$ cat src/rtl/tscan_pkg.sv
package tscan_pkg;
  localparam int DIG_W    = 4;
  localparam int NUM_DIG  = 4;
  localparam int NUM_SRC  = 10;
  localparam int SEG_W    = 8;
  localparam int RSEL_W   = 2;
  localparam int POS_W    = $clog2(NUM_DIG);
  localparam int IDX_W    = $clog2(NUM_SRC);
  localparam int BASE_MAX = NUM_SRC - NUM_DIG;
  localparam int DP_POS   = NUM_DIG / 2 - 1;

  typedef logic [DIG_W-1:0] bcd_t;

  // Active-high segment pattern, bit 6 = g down to bit 0 = a.
  function automatic logic [6:0] bcd_to_seg(bcd_t d);
    case (d)
      4'd0:    return 7'h3F;
      4'd1:    return 7'h06;
      4'd2:    return 7'h5B;
      4'd3:    return 7'h4F;
      4'd4:    return 7'h66;
      4'd5:    return 7'h6D;
      4'd6:    return 7'h7D;
      4'd7:    return 7'h07;
      4'd8:    return 7'h7F;
      4'd9:    return 7'h6F;
      default: return 7'h00;
    endcase
  endfunction
endpackage

$ cat src/rtl/tscan_pos.sv
module tscan_pos
  import tscan_pkg::*;
(
  input  logic             clk,
  input  logic             rst,
  input  logic             step,
  output logic [POS_W-1:0] pos
);
  localparam logic [POS_W-1:0] LAST = POS_W'(NUM_DIG - 1);

  always_ff @(posedge clk) begin
    if (rst)
      pos <= '0;
    else if (step)
      pos <= (pos == LAST) ? '0 : pos + 1'b1;
  end
endmodule

$ cat src/rtl/tscan_window.sv
module tscan_window
  import tscan_pkg::*;
(
  input  logic [RSEL_W-1:0] range_sel,
  input  logic [POS_W-1:0]  pos,
  input  bcd_t              src [NUM_SRC],
  output bcd_t              digit
);
  bcd_t slot [NUM_DIG];

  // src[0] is the most significant time digit. Range 3 starts at 0, range 0 at BASE_MAX.
  for (genvar g = 0; g < NUM_DIG; g++) begin : g_slot
    logic [IDX_W-1:0] idx;
    assign idx     = IDX_W'(BASE_MAX + g) - IDX_W'({range_sel, 1'b0});
    assign slot[g] = src[idx];
  end

  assign digit = slot[pos];
endmodule

$ cat src/rtl/tscan_seg.sv
module tscan_seg
  import tscan_pkg::*;
(
  input  bcd_t             digit,
  input  logic             dp_on,
  output logic [SEG_W-1:0] seg_n
);
  assign seg_n = {~dp_on, ~bcd_to_seg(digit)};
endmodule

$ cat src/rtl/tscan_disp.sv
module tscan_disp
  import tscan_pkg::*;
(
  input  logic               clk,
  input  logic               rst,
  input  logic               scan_tick,
  input  logic [RSEL_W-1:0]  range_sel,
  input  logic [DIG_W-1:0]   day_tens,
  input  logic [DIG_W-1:0]   day_ones,
  input  logic [DIG_W-1:0]   hr_tens,
  input  logic [DIG_W-1:0]   hr_ones,
  input  logic [DIG_W-1:0]   min_tens,
  input  logic [DIG_W-1:0]   min_ones,
  input  logic [DIG_W-1:0]   sec_tens,
  input  logic [DIG_W-1:0]   sec_ones,
  input  logic [DIG_W-1:0]   cs_tens,
  input  logic [DIG_W-1:0]   cs_ones,
  output logic [SEG_W-1:0]   seg_n,
  output logic [NUM_DIG-1:0] dig_en_n
);
  localparam logic [NUM_DIG-1:0] LEFT_ONE = {1'b1, {(NUM_DIG-1){1'b0}}};

  bcd_t             src [NUM_SRC];
  logic [POS_W-1:0] pos;
  bcd_t             digit;
  logic [SEG_W-1:0] seg_c;
  logic             dp_on;

  assign src[0] = day_tens;
  assign src[1] = day_ones;
  assign src[2] = hr_tens;
  assign src[3] = hr_ones;
  assign src[4] = min_tens;
  assign src[5] = min_ones;
  assign src[6] = sec_tens;
  assign src[7] = sec_ones;
  assign src[8] = cs_tens;
  assign src[9] = cs_ones;

  tscan_pos u_pos (
    .clk  (clk),
    .rst  (rst),
    .step (scan_tick),
    .pos  (pos)
  );

  tscan_window u_win (
    .range_sel (range_sel),
    .pos       (pos),
    .src       (src),
    .digit     (digit)
  );

  assign dp_on = (pos == POS_W'(DP_POS));

  tscan_seg u_seg (
    .digit (digit),
    .dp_on (dp_on),
    .seg_n (seg_c)
  );

  always_ff @(posedge clk) begin
    if (rst) begin
      seg_n    <= '1;
      dig_en_n <= ~LEFT_ONE;
    end else begin
      seg_n    <= seg_c;
      dig_en_n <= ~(LEFT_ONE >> pos);
    end
  end
endmodule

$ cat config.mk
export PLATFORM = sky130hd
export DESIGN_NAME = tscan_disp
export DESIGN_NICKNAME = d
export VERILOG_FILES = /design/src/rtl/tscan_pkg.sv /design/src/rtl/tscan_pos.sv /design/src/rtl/tscan_window.sv /design/src/rtl/tscan_seg.sv /design/src/rtl/tscan_disp.sv
export SDC_FILE = /design/constraint.sdc
export NUM_CORES = 1
export LEC_CHECK = 0
export BUFFER_PORTS_ARGS = -buffer_cell sky130_fd_sc_hd__buf_2
export CAP_MARGIN = 10
export CORE_ASPECT_RATIO = 1.75
export CORE_MARGIN = 3
export CORE_UTILIZATION = 52
export CTS_BUF_LIST = sky130_fd_sc_hd__clkbuf_2 sky130_fd_sc_hd__clkbuf_4 sky130_fd_sc_hd__clkbuf_8
export DETAILED_ROUTE_END_ITERATION = 10
export PLACE_DENSITY = 0.85
export SYNTH_ARGS = -nofsm -noshare
export SYNTH_HDL_FRONTEND = slang
export SYNTH_HIERARCHICAL = 1
export SYNTH_SLANG_ARGS = --single-unit
$ cat constraint.sdc
create_clock -name clk -period 7.5 [get_ports clk]
set_input_delay 0.375 -clock clk [delete_from_list [all_inputs] [get_ports clk]]
set_output_delay 0.375 -clock clk [all_outputs]
set_load 0.02 [all_outputs]
==> impl_metrics.ini <==
[clocking]
htree_levels = 1
post_cts.repair.setup_buffers = 0
clockBufferDepth = 2
worstSkewPairLatency_ps = 260
root_buffer = clkbuf_4
clk_pin_slew_ps = 70
postCtsResizedCells = 0
cts_tree = built
clock-sinks = 14
hold_buffers = 0
numCtsBuffers = 3

[cells_and_area]
area.growth.synth_to_final_pct = 21.66
final_util_pct = 69.16
drive_gt1_share_pct = 34.92
diodes = 0
nets = 242
multi_input_area_um2 = 839.6
seqCellArea_um2 = 280.3
nFillCells = 175
final_cell_area_um2 = 1504

[route]
via_count = 1183
routedWlPerCell_um = 13.51
drt-total-wl_mm = 2.878
remaining_drc_errors = 0
ant_nets = 0
drtIter0Drc = 17
dr.pass1.iters = 4
via_per_inst = 5.554

[hold_path]
min-delay-start = scan_tick
whs_path_depth = 3
min_to = u_pos/pos[1]
hold_class = in -> reg

[global_routing]
antenna_found_initial = 0
grt_pass1_wl_mm = 4.892
grt_pass1_vias = 1280
grt_use_total_pct = 20.25
grt_max_degree = 31
overflow = 0

[power]
total_leakage_power_nw = 0.7147
ir_drop_v = 0.00006020
p_int_uw = 156.9
power_uw = 236.8
power_switching_uw = 79.98
pwr-share-comb_pct = 42.9
power_frac_seq_pct = 35.9
clock_power_share_pct = 21.2
switching_share_pct = 33.77
p_per_area_nw_per_um2 = 157.5

[synth]
yosysTopAreaCell = dfxtp_1
synth.distinct_cells = 31
synth_area_leaders = dfxtp_1, mux2i_1, ha_1
syn_area_per_cell_um2 = 9.023
syn_inst = 137
seq_area_frac_synth_pct = 22.67
synth_seq_cells = 14
synth_fp_nets = 189
synth.most_common_cell = mux2i_1
synthFlopType = dfxtp_1
yosys-top-cells-count = mux2i_1, dfxtp_1, nor2_1, nor3_1, or2_1
synth_area_um2 = 1236
synth_top_area_share_pct = 22.67
synth-edff-count = 0
synthArstFlopShare_pct = 0
yosysWarnings = 6

[setup_path]
criticalPathCategory = in -> reg
r2r_slack_ps = 4710
cp_max_fo = 11
r2r-end = seg_n[3]
critPathArrivalTime_ps = 3340
critPathRequiredTime_ps = 7660
startpoint_type = primary input
end_kind = register
r2r_cells = 11
r2r_start = u_pos/pos[0]

[floorplan]
core_area_um2 = 2175
dieHeight_um = 70.50
die_area_um2 = 3021
start_util_pct = 56.85
die_w_um = 42.86
rows = 22
boundaryPins = 57

[sta]
setup-violations-final = 0
hold_slack_ps = 393.3
finalCritPeriodShare_pct = 42.45
tightest_slew_ps = 834.0
fin_setup_tns_ps = 0
fin_crit_ps = 3184
skew_ps = 0.5035
rsz0062_at_grt = false
max_freq_ghz = 0.3141
finalMaxSlewViolations = 0
finalHoldViolations = 0
slew-limit-headroom_pct = 43.97

[status]
outcome = finished, final reports clean

[placed_design]
port_buffers = 56
gp_congestion = 0.9550
place_area_um2 = 1468
dp_hpwl_mm = 2.501

[job]
cap_violations = 0
power by group through the flow:
stage                     clock [mW]  combinational (mW)  sequential [mW]
after global routing          0.0544               0.114           0.0857
after floorplan                    0              0.0669           0.0970
after detailed placement           0               0.102           0.0870
after CTS                     0.0518               0.102           0.0852
after global placement             0              0.0985           0.0866
final                         0.0502               0.102           0.0849
registers in the layout, summed over array words and instances (netlist names):
name,cells
u_pos/pos,2
dig_en_n,4
seg_n,8
routing by layer:
metal,wire length (µm),global-route usage [%]
met4,116,13.84
met3,157,1.031
met1,900,16.25
met2,1703,41.97
met5,0,0
worst max-delay path by stage:
stage / from / endpoint / slack, ps / cells after the start
final: range_sel[1] / seg_n[3] / 4320 / 12
after global routing: range_sel[1] / seg_n[3] / 4150 / 12
after CTS: range_sel[1] / seg_n[3] / 4340 / 12
after detailed placement: range_sel[1] / seg_n[3] / 4060 / 12
after global placement: range_sel[1] / seg_n[3] / 4220 / 12
after floorplan: range_sel[1] / seg_n[3] / 4440 / 14
layout make-up:
cell class | count | area share [%]
multi-input combinational | 106 | 55.82
timing repair buffer | 57 | 19.13
sequential | 14 | 18.64
clock buffer | 4 | 2.413
inverter | 8 | 1.997
tap | 24 | 1.997
worst max-delay path, stage by stage:
cell and delay [ps]:
buf_2 150, clkinv_1 240, ha_1 400, nand2b_1 330, o221a_2 320, nor3_1 390
inv_1 190, ha_1 210, or2_1 220, a21oi_2 170, a31oi_1 50, or2_1 260
cell families (layout without fill, tap and decap cells):
| group | count (synthesis) | count (layout) | share of synthesized area (%) |
|---|---|---|---|
| AO/OA/AOI/OAI | 22 | 22 | 11.64 |
| XOR/XNOR | 1 | 1 | 0.7086 |
| adder cells (fa/ha/maj) | 7 | 7 | 7.085 |
| buffers and inverters | 17 | 69 | 9.413 |
| flip-flops | 14 | 14 | 22.67 |
| multiplexers | 29 | 29 | 27.53 |
| AND/OR/NAND/NOR | 47 | 47 | 20.95 |
stage by stage:
step	instances	worst slack (ps)
after floorplan	137	4438
after global placement	209	4221
after detailed placement	209	4063
after CTS	213	4341
after global routing	213	4145
final	213	4316
cells in the final DEF, fill, tap and decap left out, types with 3 or more instances in the layout:
| cell | count |
|---|---|
| buf_2 | 56 |
| mux2i_1 | 25 |
| dfxtp_1 | 14 |
| nor2_1 | 12 |
| nor3_1 | 12 |
| or2_1 | 9 |
| ha_1 | 7 |
| inv_1 | 7 |
| nand2b_1 | 6 |
| a21oi_1 | 5 |
| o22ai_1 | 4 |
| or3b_1 | 3 |
| clkbuf_4 | 3 |
| o21ai_0 | 3 |
| a31oi_1 | 3 |
| mux4_1 | 3 |
| a211oi_1 | 3 |
No activity file was read; power rests on OpenSTA's default activity.
